--- config.mk ---
export PLATFORM = sky130hd
export DESIGN_NAME = lut_logic_cell
export DESIGN_NICKNAME = d
export VERILOG_FILES = /design/src/rtl/cell_pkg.sv /design/src/rtl/cell_cfg_store.sv /design/src/rtl/cell_lut.sv /design/src/rtl/cell_core.sv /design/src/rtl/lut_logic_cell.sv
export SDC_FILE = /design/constraint.sdc
export NUM_CORES = 1
export LEC_CHECK = 0
export ABC_AREA = 1
export BUFFER_PORTS_ARGS = -buffer_cell sky130_fd_sc_hd__buf_2
export CAP_MARGIN = 30
export CORE_MARGIN = 2
export CORE_UTILIZATION = 36
export CTS_BUF_LIST = sky130_fd_sc_hd__clkbuf_2 sky130_fd_sc_hd__clkbuf_4 sky130_fd_sc_hd__clkbuf_8
export DETAILED_ROUTE_END_ITERATION = 6
export HOLD_SLACK_MARGIN = 0.12
export PLACE_DENSITY = 0.54
export SETUP_SLACK_MARGIN = 0.15
export SLEW_MARGIN = 30
export SYNTH_ARGS = -nofsm -noshare
export SYNTH_HDL_FRONTEND = slang
export SYNTH_SLANG_ARGS = --single-unit
--- constraint.sdc ---
create_clock -name clk -period 1.8 [get_ports clk]
set_input_delay 0.36 -clock clk [delete_from_list [all_inputs] [get_ports clk]]
set_output_delay 0.36 -clock clk [all_outputs]
set_load 0.005 [all_outputs]
--- src/rtl/cell_pkg.sv ---
package cell_pkg;
    parameter int LUT_IN   = 3;
    parameter int OCT_W    = 8;
    parameter int SEL_W    = 8;
    localparam int LUT_BITS = 1 << LUT_IN;
    localparam int NIB_W    = SEL_W / 2;

    localparam logic [NIB_W-1:0] SEL_CTL  = 4'h1;
    localparam logic [NIB_W-1:0] SEL_XTAB = 4'h6;
    localparam logic [NIB_W-1:0] SEL_YTAB = 4'h7;
    localparam logic [NIB_W-1:0] SEL_MODE = 4'hA;

    // control octet bit positions
    localparam int CB_Z_REG   = 7;
    localparam int CB_Y_REG   = 6;
    localparam int CB_WZ_WM   = 5;
    localparam int CB_FB_WM   = 4;
    localparam int CB_BYP_C   = 3;
    localparam int CB_BYP_FB  = 2;
    localparam int CB_C_XO    = 1;
    localparam int CB_C_YO    = 0;
    // mode octet bit position
    localparam int MB_SR_POL  = 0;

    typedef struct packed {
        logic [OCT_W-1:0]    ctl;
        logic [OCT_W-1:0]    mode;
        logic [LUT_BITS-1:0] xtab;
        logic [LUT_BITS-1:0] ytab;
    } cell_cfg_t;
endpackage

--- src/rtl/cell_cfg_store.sv ---
module cell_cfg_store
    import cell_pkg::*;
(
    input  logic             clk,
    input  logic             clr_n,
    input  logic             we,
    input  logic [SEL_W-1:0] sel,
    input  logic [OCT_W-1:0] data,
    output cell_cfg_t        cfg
);
    cell_cfg_t cfg_d, cfg_q;
    logic      local_hit;

    assign local_hit = we && (sel[SEL_W-1:NIB_W] == '0);

    always_comb begin
        cfg_d = cfg_q;
        if (local_hit) begin
            unique case (sel[NIB_W-1:0])
                SEL_CTL:  cfg_d.ctl  = data;
                SEL_MODE: cfg_d.mode = data;
                SEL_XTAB: cfg_d.xtab = data[LUT_BITS-1:0];
                SEL_YTAB: cfg_d.ytab = data[LUT_BITS-1:0];
                default:  cfg_d = cfg_q;
            endcase
        end
    end

    always_ff @(posedge clk or negedge clr_n) begin
        if (!clr_n) cfg_q <= '0;
        else        cfg_q <= cfg_d;
    end

    assign cfg = cfg_q;


    foreign_write_chk: assert property (@(posedge clk) disable iff (!clr_n)
        (we && sel[SEL_W-1:NIB_W] != '0) |=> $stable(cfg_q));

    ctl_write_chk: assert property (@(posedge clk) disable iff (!clr_n)
        (we && sel == {{NIB_W{1'b0}}, SEL_CTL}) |=> (cfg_q.ctl == $past(data)));
endmodule

--- src/rtl/cell_lut.sv ---
module cell_lut
    import cell_pkg::*;
(
    input  logic [LUT_BITS-1:0] tab_inv,
    input  logic [LUT_IN-1:0]   addr,
    output logic                q
);
    assign q = ~tab_inv[addr];
endmodule

--- src/rtl/cell_core.sv ---
module cell_core
    import cell_pkg::*;
(
    input  logic             clk,
    input  logic             clr_n,
    input  logic [OCT_W-1:0] ctl,
    input  logic [OCT_W-1:0] mode,
    input  logic             xl,
    input  logic             yl,
    input  logic             in_w,
    input  logic             in_z,
    input  logic             reg_sr,
    output logic             wm,
    output logic             xo,
    output logic             yo,
    output logic             fb
);
    logic reg_d, reg_q;
    logic rin, ctr;

    always_comb begin
        // W-source mux, priority WZ then feedback (registered to break the loop)
        if (ctl[CB_WZ_WM])      wm = in_w & in_z;
        else if (ctl[CB_FB_WM]) wm = reg_q;
        else                    wm = in_w;
        // register-input selector
        if (ctl[CB_Z_REG])      rin = in_z;
        else if (ctl[CB_Y_REG]) rin = yl;
        else                    rin = xl;
        // next register value
        if (reg_sr) reg_d = ~mode[MB_SR_POL];
        else        reg_d = rin;
        ctr = ctl[CB_BYP_C]  ? rin : reg_q;
        fb  = ctl[CB_BYP_FB] ? rin : reg_q;
        xo  = ctl[CB_C_XO] & ctr;
        yo  = ctl[CB_C_YO] & ctr;
    end

    always_ff @(posedge clk or negedge clr_n) begin
        if (!clr_n) reg_q <= 1'b0;
        else        reg_q <= reg_d;
    end


    sr_set_chk: assert property (@(posedge clk) disable iff (!clr_n)
        (reg_sr && !mode[MB_SR_POL]) |=> reg_q);

    sr_clear_chk: assert property (@(posedge clk) disable iff (!clr_n)
        (reg_sr && mode[MB_SR_POL]) |=> !reg_q);

    fb_bypass_chk: assert property (@(posedge clk) disable iff (!clr_n)
        (ctl[CB_BYP_FB] && !reg_sr) |=> (reg_q == $past(fb)));

    xo_gate_chk: assert property (@(posedge clk) disable iff (!clr_n)
        !ctl[CB_C_XO] |-> !xo);
endmodule

--- src/rtl/lut_logic_cell.sv ---
module lut_logic_cell
    import cell_pkg::*;
(
    input  logic             clk,
    input  logic             cfg_clr_n,
    input  logic             cfg_we,
    input  logic [SEL_W-1:0] cfg_sel,
    input  logic [OCT_W-1:0] cfg_data,
    input  logic             in_x,
    input  logic             in_y,
    input  logic             in_w,
    input  logic             in_z,
    input  logic             reg_sr,
    output logic             xo,
    output logic             yo,
    output logic             fb
);
    localparam int N_TAB = 2;

    cell_cfg_t             cfg;
    logic                  wm;
    logic [N_TAB-1:0]      tab_q;
    logic [LUT_BITS-1:0]   tabs [N_TAB];
    logic [LUT_IN-1:0]     taddr;

    assign tabs[0] = cfg.xtab;
    assign tabs[1] = cfg.ytab;
    assign taddr   = {wm, in_y, in_x};

    cell_cfg_store u_cfg (
        .clk   (clk),
        .clr_n (cfg_clr_n),
        .we    (cfg_we),
        .sel   (cfg_sel),
        .data  (cfg_data),
        .cfg   (cfg)
    );

    for (genvar t = 0; t < N_TAB; t++) begin : g_tab
        cell_lut u_lut (
            .tab_inv (tabs[t]),
            .addr    (taddr),
            .q       (tab_q[t])
        );
    end

    cell_core u_core (
        .clk    (clk),
        .clr_n  (cfg_clr_n),
        .ctl    (cfg.ctl),
        .mode   (cfg.mode),
        .xl     (tab_q[0]),
        .yl     (tab_q[1]),
        .in_w   (in_w),
        .in_z   (in_z),
        .reg_sr (reg_sr),
        .wm     (wm),
        .xo     (xo),
        .yo     (yo),
        .fb     (fb)
    );
endmodule

==> out/qor.txt, run 1 <==
number of global-route vias before repair: 1140
Critical Path Sink Type: output port
Placed Cells: 243
Placer Congestion: 0.749
largest fanout on the critical path: 3
CTS tree: yes
Netlist cell types: 12
Slowest-stage cell, CP: dfrtp_1
syn avg cell area: 7.51 sq um
Hold Fails Final Rpt: 0
worst hold stages: 2
worst skew pair latency: 0.32 ns
Crit Path Class: reg2out
sequential power share: 59.0%
most frequent cells in the layout: 57 x nand2_1, 27 x o21ai_0, 26 x buf_2, 26 x dfrtp_1, 23 x inv_1
grt peak-use layer: met2
CP arrival: 1.66 ns
LEAKAGE: 0.823 nW
antenna cell count: 0
Mapped Nets: 196
Hold Crit Class: in2reg
Wirelength per Cell: 11.2 um
vias per cell: 4.59
antenna violations before repair: 0
drt first-iter violations: 52
switching portion of total power: 25.4%
M3 GR Usage: 2.82%
IO Port Bufs: 26
Non-Filler Instances: 250
fraction of layout cells with a size suffix above 1: 23.0%
Die ar.: 4080 sq um
Die Y: 63.9 um
# fillers: 360
top cell type's share of synthesized area: 50.4%
pre-CTS setup slack: -0.0875 ns
Clk pin slew, worst setup/hold paths: 0.14 ns
commonest non-fill, non-tap cell in the layout: nand2_1
Max Transition Viols Final: 0
Largest stage delay, worst path: 0.42 ns
clock buffer depth: 2
worst-margin pin slew: 0.579 ns
Crit path depth: 12
final WL: 2.81 mm
std cell rows: 21
Num CTS Buffers: 3
post-synth top area cell: dfrtp_1
Worst EP required: 1.44 ns
worst setup margin: -0.225 ns
Vias: 1147
Final min period: 2.02 ns
largest net degree at the start of global routing: 27
htree depth: 1
clk sinks: 26
Int Pwr: 0.797 mW
Startpoint Class: register
Yosys warnings: 0
buffers plus inverters on the worst setup path: 2
nets@finish: 229
mapped cell area: 1290 sq um
status: finished with violations
total global routing track utilization: 15.3%
fmax: 0.494 GHz
worst-case reg-to-reg path depth: 12
placed cell area: 1480 sq um
sequential fraction of the synthesis area: 50.4%
crit-path most repeated cell: nand2_1
Cell Chain, Critical Path: inv_1 > nand2_1 > nand3_2 > nand2_2 > nand2_1 > nand2_1 > nand2_1 > nand3_1 > nand3_1 > nand2_1 > nor2_1 > buf_2
family with the most delay on the worst path: simple AND/OR/NAND/NOR gates
initial core utilization: 38.1%
Clock Power Share: 27.4%
Layout Skew: 0.0102 ns
gr ovfl total: 0
met2 usage: 24.1%
die width: 63.9 um
post-route ant nets: 0
failing checks: negative setup slack
Area contributors post-synth: dfrtp_1 50%, nand2_1 17%, o21ai_0 10%
Peak VDD IR: 0.265 mV
setup tns final: -0.583 ns
Comb power frac: 13.6%
first-pass GRT wire length: 4.96 mm
RSZ-0062 raised after global routing: yes
root buf cell: clkbuf_4
P&R area growth vs syn: 21.9%
DRT Pass-1 Iters: 4
pwr dens: 679 nW/um^2
setup violators final: 3
Post-DP HPWL: 2.15 mm
FF+latch count, synth: 26
Core Area: 3390 sq um
IO Pins: 27
met1 usage: 20.9%
detailed-route DRC error count: 0
Tcrit/Tclk final: 112%
Mapped Cells: 172
relative max-transition margin: 61.4%
net switching power: 0.271 mW
fin area: 1570 sq um
maxcap violations: 0
## worst reg2reg max path: cells and delay by family, from the launching register on
family	cells	cell delay, ns
buffers and inverters	2	0.21
flip-flops	1	0.42
multiplexers	1	0.12
AND/OR/NAND/NOR	9	0.57
## cell type report
type                       instances  area [sq um]  share of cell area [%]
sequential                        26           651                    41.3
multi-input combinational        118           562                    35.7
timing repair buffer              32           178                    11.3
inverter                          24          90.1                    5.72
tap                               46          57.6                    3.66
clock buffer                       4          36.3                    2.31
## cell usage after synthesis
cell type	n
a21oi_1	2
nor2_1	10
dfrtp_1	26
mux2i_1	1
nor4_4	1
inv_1	24
or2_2	2
nand3_1	12
buf_2	4
o21ai_0	27
nand4_1	3
nand2_1	60
## registers in the layout (all words and copies together) (netlist names)
register and flops:
u_cfg.cfg 25, u_core.reg_q 1
## path summary, 6_finish.rpt
path                                       to     startpoint  slack, ns
worst min-delay path             u_core.reg_q         reg_sr       0.21
max in group asynchronous       u_cfg.cfg[15]      cfg_clr_n       0.86
worst max register to register   u_core.reg_q   u_core.reg_q       0.42
min in group asynchronous       u_cfg.cfg[24]      cfg_clr_n       0.55
worst min register to register   u_core.reg_q  u_cfg.cfg[16]       0.49
worst max-delay path                       xo   u_core.reg_q      -0.22
## per-stage QoR
stage | util, % | hold WS (ns) | power [mW]
floorplan | - | 0.0644 | 0.710
global placement | 43.7 | 0.389 | 0.772
detailed placement | 43.7 | 0.392 | 0.776
CTS | 45.3 | 0.203 | 1.08
global route | 46.4 | 0.190 | 1.15
finish | 46.4 | 0.214 | 1.07
## layer usage
| layer | up-vias | part of all wire (%) | wire [um] |
|---|---|---|---|
| met3 | 4 | 3.1 | 86 |
| met1 | 523 | 51 | 1420 |
| met5 | - | 0 | 0 |
| li1 | 603 | - | - |
| met2 | 17 | 46 | 1280 |
| met4 | 0 | 0.82 | 23 |
## cell families after synthesis
logic type / synth area share, %
muxes: 0.775
buffers and inverters: 8.53
DFF: 50.4
AOI/OAI and AO/OA: 11.2
and+or+nand+nor: 29.1
## power by group through the flow
stage | sequential (mW) | clock, mW | combinational [mW]
after global placement | 0.642 | 0 | 0.130
after CTS | 0.630 | 0.308 | 0.139
after global routing | 0.634 | 0.341 | 0.171
final | 0.630 | 0.293 | 0.145
after floorplan | 0.636 | 0 | 0.0747
after detailed placement | 0.642 | 0 | 0.134
## timing repair
item / in CTS / in global routing
endpoints found under the hold margin: 26 / 0
cloned: 0 / 0
pin swaps: 5 / 11
gates resized for setup: 0 / 9
setup buffers: 1 / 1
endpoints found under the setup margin: 3 / 3
hold buffers: 1 / 0
Note: power is estimated with default switching activity, not from simulation.
==> run 2: changes to the inputs <==
--- a/config.mk
+++ b/config.mk
@@ -11,9 +11,11 @@
 export CORE_MARGIN = 2
 export CORE_UTILIZATION = 36
 export CTS_BUF_LIST = sky130_fd_sc_hd__clkbuf_2 sky130_fd_sc_hd__clkbuf_4 sky130_fd_sc_hd__clkbuf_8
+export CTS_CLUSTER_SIZE = 30
 export DETAILED_ROUTE_END_ITERATION = 6
 export HOLD_SLACK_MARGIN = 0.12
 export PLACE_DENSITY = 0.54
+export REMOVE_ABC_BUFFERS = 1
 export SETUP_SLACK_MARGIN = 0.15
 export SLEW_MARGIN = 30
 export SYNTH_ARGS = -nofsm -noshare
==> out/qor.txt, run 2 (same netlist as run 1, synthesis figures left out) <==
sequential power share: 61.4% (+2.4 points)
status: finished with violations
worst-margin pin slew: 0.584 ns (+0.00450 ns)
failing checks: negative setup slack
CP arrival: 1.61 ns (-0.05 ns)
Hold Fails Final Rpt: 0 (unchanged)
htree depth: 1 (unchanged)
drt first-iter violations: 44 (-15%)
Placer Congestion: 0.813 (+8.5%)
commonest non-fill, non-tap cell in the layout: nand2_1
Sequential cell area: 651 sq um (unchanged)
largest fanout on the critical path: 3 (unchanged)
footprint of the multi-input gates: 578 sq um (+2.9%)
DRT Pass-1 Iters: 4 (unchanged)
Post-DP HPWL: 2.18 mm (+1.5%)
Slowest-stage cell, CP: dfrtp_1
IO Port Bufs: 26 (unchanged)
RSZ-0062 raised after global routing: yes
final WL: 2.87 mm (+2.1%)
vias per cell: 4.66 (+1.5%)
IO Pins: 27 (unchanged)
switching portion of total power: 26.6% (+1.2 points)
LEAKAGE: 0.827 nW (+0.51%)
pre-CTS setup slack: -0.0663 ns (+0.0211 ns)
Max Transition Viols Final: 0 (unchanged)
detailed-route DRC error count: 0 (unchanged)
worst skew pair latency: 0.32 ns (about the same)
Startpoint Class: register
total power: 1.03 mW (-3.8%)
Core Area: 3390 sq um (unchanged)
crit-path most repeated cell: nand2_1
most frequent cells in the layout: 55 x nand2_1, 26 x o21ai_0, 26 x buf_2, 26 x dfrtp_1, 22 x inv_1
relative max-transition margin: 61.1% (-0.30 points)
Int Pwr: 0.755 mW (-5.4%)
Peak VDD IR: 0.350 mV (+32%)
Worst EP required: 1.44 ns (about the same)
Largest register FFs: 25 (unchanged)
fraction of layout cells with a size suffix above 1: 26.0% (+2.9 points)
clk sinks: 26 (unchanged)
placed cell area: 1480 sq um (unchanged)
antenna violations before repair: 0 (unchanged)
# fillers: 368 (+2.2%)
Critical Path Sink Type: output port
net switching power: 0.273 mW (+0.84%)
Layout Skew: 0.00241 ns (-0.00777 ns)
Clk pin slew, worst setup/hold paths: 0.13 ns (about the same)
clock buffer depth: 2 (unchanged)
Clock Power Share: 23.8% (-3.6 points)
Num CTS Buffers: 3 (unchanged)
Hold Crit Class: in2reg
root buf cell: clkbuf_4
first-pass GRT wire length: 4.95 mm (-0.28%)
worst setup margin: -0.167 ns (+0.0576 ns)
P&R area growth vs syn: 22.7%
Die ar.: 4080 sq um (unchanged)
setup violators final: 3 (unchanged)
Die Y: 63.9 um (unchanged)
gr ovfl total: 0 (unchanged)
Cell Chain, Critical Path: inv_1 > nand2_1 > nand3_2 > nand2_2 > nand2_1 > nand2_1 > nand2_2 > nand2_1 > nand2_1 > nand2_2 > a21oi_2 > buf_2
CTS tree: yes
die width: 63.9 um (unchanged)
fin area: 1580 sq um (+0.64%)
maxcap violations: 0 (unchanged)
final core utilization: 46.7% (+0.30 points)
antenna cell count: 0 (unchanged)
pwr dens: 649 nW/um^2 (-4.4%)
Largest stage delay, worst path: 0.41 ns (about the same)
largest net degree at the start of global routing: 27 (unchanged)
Final min period: 1.97 ns (-0.0576 ns)
family with the most delay on the worst path: simple AND/OR/NAND/NOR gates
initial core utilization: 38.1% (unchanged)
buffers plus inverters on the worst setup path: 2 (unchanged)
Vias: 1164 (+1.5%)
Wirelength per Cell: 11.5 um (+2.1%)
Crit Path Class: reg2out
Tcrit/Tclk final: 109% (-3.2 points)
fmax: 0.508 GHz (+2.9%)
post-route ant nets: 0 (unchanged)
number of global-route vias before repair: 1145 (+0.44%)
nets@finish: 230 (+0.44%)
std cell rows: 21 (unchanged)
total global routing track utilization: 15.3% (about the same)
Comb power frac: 14.8% (+1.2 points)
## run 2: area by class of cell
cell class / count / area share, %
Clock buffer: 3 / 1.42
Inverter: 24 / 5.69
Multi-Input combinational cell: 118 / 36.5
Sequential cell: 26 / 41.1
Tap cell: 46 / 3.63
Timing Repair Buffer: 33 / 11.7
## run 2: power by group through the flow
stage	logic (mW)	clock network (mW)	registers (mW)
global placement	0.130	0	0.641
global route	0.178	0.278	0.635
floorplan	0.0719	0	0.636
CTS	0.141	0.253	0.630
finish	0.152	0.245	0.631
detailed placement	0.136	0	0.641
## run 2: per-stage QoR
stage                     hold WS (ns)  TNS [ns]  instances
after floorplan                 0.0644         0        168
after global placement           0.387   -0.0317        243
after detailed placement         0.394    -0.190        243
after CTS                        0.213    -0.592        247
after global routing             0.197    -0.976        250
final                            0.222    -0.482        250
## run 2: worst register-to-register path, delay by kind of cell (launching register included)
kind,cells,cell delay [ns]
DFF,1,0.41
muxes,1,0.12
buffers and inverters,1,0.08
and+or+nand+nor,9,0.59
## run 2: per-layer routing
metal / track usage (%) / vias up / wire length, um
met1: 20.5 / 535 / 1410
met2: 25.4 / 21 / 1350
li1: - / 604 / -
met5: 0 / - / 0
met3: 2.64 / 4 / 89
met4: 4.08 / 0 / 21
## run 2: repair_timing
| item | CTS | global route |
|---|---|---|
| buffers inserted | 0 | 3 |
| pin swaps | 3 | 9 |
| hold buffers | 1 | 0 |
| endpoints found under the setup margin | 3 | 3 |
| hold endpoints to repair | 26 | 0 |
| gates resized for setup | 4 | 12 |
## run 2: worst paths after layout
| check | from | to | slack, ns | cells after the start |
|---|---|---|---|---|
| max in group asynchronous | cfg_clr_n | u_core.reg_q | 0.87 | 2 |
| worst min register to register | u_cfg.cfg[16] | u_core.reg_q | 0.49 | 1 |
| min in group asynchronous | cfg_clr_n | u_cfg.cfg[14] | 0.56 | 2 |
| worst max-delay path | u_core.reg_q | fb | -0.17 | 12 |
| worst max register to register | u_core.reg_q | u_core.reg_q | 0.54 | 11 |
| worst min-delay path | reg_sr | u_core.reg_q | 0.22 | 2 |
==> run 3: changes to the inputs <==
--- a/config.mk
+++ b/config.mk
@@ -5,7 +5,6 @@
 export SDC_FILE = /design/constraint.sdc
 export NUM_CORES = 1
 export LEC_CHECK = 0
-export ABC_AREA = 1
 export BUFFER_PORTS_ARGS = -buffer_cell sky130_fd_sc_hd__buf_2
 export CAP_MARGIN = 30
 export CORE_MARGIN = 2
@@ -14,7 +13,7 @@
 export CTS_CLUSTER_SIZE = 30
 export DETAILED_ROUTE_END_ITERATION = 6
 export HOLD_SLACK_MARGIN = 0.12
-export PLACE_DENSITY = 0.54
+export PLACE_DENSITY = 0.55
 export REMOVE_ABC_BUFFERS = 1
 export SETUP_SLACK_MARGIN = 0.15
 export SLEW_MARGIN = 30
==> out/qor.txt, run 3 <==
worst skew pair latency: 0.31 ns (about the same)
Vias: 860 (-26%)
Cell Chain, Critical Path: and2b_2 > o31ai_4 > mux2i_2 > a221oi_2 > buf_4 > a21oi_2 > buf_2
Yosys warnings: 0 (unchanged)
Hold Slack: 0.225 ns (+0.00345 ns)
gr ovfl total: 0 (unchanged)
clock buffer depth: 2 (unchanged)
setup violators final: 4 (+1)
drt first-iter violations: 10 (-77%)
Startpoint Class: register
Core Area: 3340 sq um (-1.6%)
die width: 63.1 um (-1.3%)
largest net degree at the start of global routing: 27 (unchanged)
Num CTS Buffers: 3 (unchanged)
nets@finish: 150 (-35%)
HP Start: reg_sr
Int Pwr: 0.797 mW (+5.6%)
WHS Endpoint: u_core.reg_q
fraction of layout cells with a size suffix above 1: 62.9% (+37 points)
Crit Path Class: reg2out
EDFF count, synth: 0 (unchanged)
post-route ant nets: 0 (unchanged)
initial core utilization: 37.6% (-0.45 points)
Critical Path Sink Type: output port
IO Port Bufs: 26 (unchanged)
Non-Filler Instances: 170 (-32%)
Largest stage delay, worst path: 0.38 ns (-0.03 ns)
sequential power share: 60.1% (-1.3 points)
antenna cell count: 0 (unchanged)
post-synth top area cell: dfrtp_1
Comb power frac: 17.4% (+2.6 points)
detailed-route DRC error count: 0 (unchanged)
std cell rows: 21 (unchanged)
clk sinks: 26 (unchanged)
Placer Congestion: 0.796 (-2.1%)
worst setup margin: -0.573 ns (-0.406 ns)
worst hold stages: 2 (unchanged)
maxcap violations: 0 (unchanged)
sequential fraction of the synthesis area: 51.8% (+1.4 points)
worst-margin pin slew: 0.576 ns (-0.00833 ns)
Final min period: 2.37 ns (+0.406 ns)
Die Y: 63.1 um (-1.3%)
failing checks: negative setup slack
# fillers: 313 (-15%)
count leader, synth: dfrtp_1
pwr dens: 661 nW/um^2 (+1.9%)
DRT Pass-1 Iters: 3 (-1)
status: finished with violations
first-pass GRT wire length: 4.38 mm (-11%)
Reg2Reg Setup Slack: -0.10 ns (-0.64 ns)
IO Pins: 27 (unchanged)
fmax: 0.421 GHz (-17%)
CTS tree: yes
Peak VDD IR: 0.256 mV (-27%)
FF+latch count, synth: 26 (unchanged)
net switching power: 0.255 mW (-6.8%)
most frequent cells in the layout: 26 x buf_2, 26 x dfrtp_1, 24 x mux2_2
antenna violations before repair: 0 (unchanged)
Post-DP HPWL: 2.02 mm (-7.6%)
worst-case reg-to-reg path depth: 8 (-3)
Clk pin slew, worst setup/hold paths: 0.13 ns (about the same)
total global routing track utilization: 14.1% (-1.2 points)
final WL: 2.55 mm (-11%)
P&R area growth vs syn: 26.6%
Worst R2R Start: u_cfg.cfg[29]
Max Transition Viols Final: 0 (unchanged)
Slowest-stage cell, CP: dfrtp_1
mapped cell area: 1260 sq um (-2.7%)
switching portion of total power: 24.2% (-2.4 points)
root buf cell: clkbuf_4
Tcrit/Tclk final: 132% (+23 points)
Placed Cells: 164 (-33%)
syn avg cell area: 15.0 sq um (+99%)
Hold Fails Final Rpt: 0 (unchanged)
Layout Skew: 0.00208 ns (-0.000330 ns)
CP arrival: 2.01 ns (+0.40 ns)
Mapped Cells: 84 (-51%)
vias per cell: 5.06 (+8.7%)
Die ar.: 3980 sq um (-2.6%)
Hold Crit Class: in2reg
pre-CTS setup slack: -0.459 ns (-0.393 ns)
R2R Path End: u_core.reg_q
Clock Power Share: 22.5% (-1.3 points)
Netlist cell types: 22 (+10)
Async S/R FF share, synth: 100% (unchanged)
RSZ-0062 raised after global routing: yes
LEAKAGE: 0.791 nW (-4.4%)
Largest register FFs: 25 (unchanged)
largest fanout on the critical path: 4 (+1)
Wirelength per Cell: 15.0 um (+31%)
Commonest cells post-synth: 26 x dfrtp_1, 24 x mux2_2
number of global-route vias before repair: 958 (-16%)
relative max-transition margin: 61.6% (+0.56 points)
Worst EP required: 1.44 ns (about the same)
top cell type's share of synthesized area: 51.8% (+1.4 points)
Area contributors post-synth: dfrtp_1 52%, mux2_2 22%, mux4_1 6.3%
htree depth: 1 (unchanged)
Most used DFF post-synth: dfrtp_1
-- run 3: changes by cell type after synthesis, moves of 7 or more --
cell     delta
inv_1      -22
mux2_2     +24
nand2_1    -59
nand3_1    -11
nor2_1      -7
o21ai_0    -24
-- run 3: power by group through the flow --
stage	Clock, mW	Sequential (mW)	Combinational (mW)
after CTS	0.246	0.632	0.174
final	0.237	0.632	0.183
after global routing	0.282	0.636	0.202
after detailed placement	0	0.643	0.161
after floorplan	0	0.638	0.0773
after global placement	0	0.643	0.155
-- run 3: logic make-up (layout without fill, tap and decap cells) --
kind of cell	Yosys count	after routing	synth area share, %
buffers and inverters	4	44	1.39
muxes	30	30	31.2
and+or+nand+nor	14	14	7.27
AOI/OAI and AO/OA	10	10	8.37
DFF	26	26	51.8
-- run 3: how the worst max path moves through the flow --
stage	endpoint	cells past startpoint	slack, ns	startpoint
detailed placement	xo	7	-0.46	in_x
CTS	xo	6	-0.60	u_cfg.cfg[7]
finish	xo	7	-0.57	u_cfg.cfg[29]
global placement	yo	6	-0.40	in_x
floorplan	u_cfg.cfg[0]	4	-0.43	cfg_sel[5]
global route	fb	7	-0.70	u_cfg.cfg[29]
-- run 3: final cells by class --
cell class | count | area, sq um | share of cell area (%)
Clock buffer | 3 | 22.5 | 1.42
Inverter | 2 | 7.51 | 0.472
Multi-Input combinational cell | 54 | 606 | 38.1
Sequential cell | 26 | 651 | 40.9
Tap cell | 46 | 57.6 | 3.62
Timing Repair Buffer | 39 | 246 | 15.5
-- run 3: per-layer routing --
| layer | global-route usage [%] | vias up | wire length [um] |
|---|---|---|---|
| li1 | - | 403 | - |
| met1 | 18.0 | 446 | 1150 |
| met2 | 24.2 | 9 | 1320 |
| met3 | 2.32 | 2 | 60 |
| met4 | 5.00 | 0 | 15 |
| met5 | 0 | - | 0 |
-- run 3: what timing repair did --
action	CTS	global route
hold buffers	1	0
buffers inserted	1	1
setup endpoints to repair	4	5
endpoints found under the hold margin	26	0
gates resized for setup	4	3
pin swaps	5	2
-- run 3: metrics by stage --
step                      util (%)  setup TNS [ns]  power (mW)  area (sq um)
after floorplan                  -           -3.80       0.715          1250
after global placement        45.6           -1.74       0.798          1520
after detailed placement      45.6           -2.43       0.804          1520
after CTS                     47.0           -1.79        1.05          1570
after global routing          47.7           -2.32        1.12          1590
final                         47.7           -1.81        1.05          1590
-- run 3: critical path, delay by kind of cell, from the launching register on --
| family | cells | cell delay (ns) |
|---|---|---|
| AOI/OAI and AO/OA | 3 | 0.51 |
| buffers and inverters | 2 | 0.28 |
| DFF | 1 | 0.38 |
| muxes | 1 | 0.28 |
| and+or+nand+nor | 1 | 0.24 |
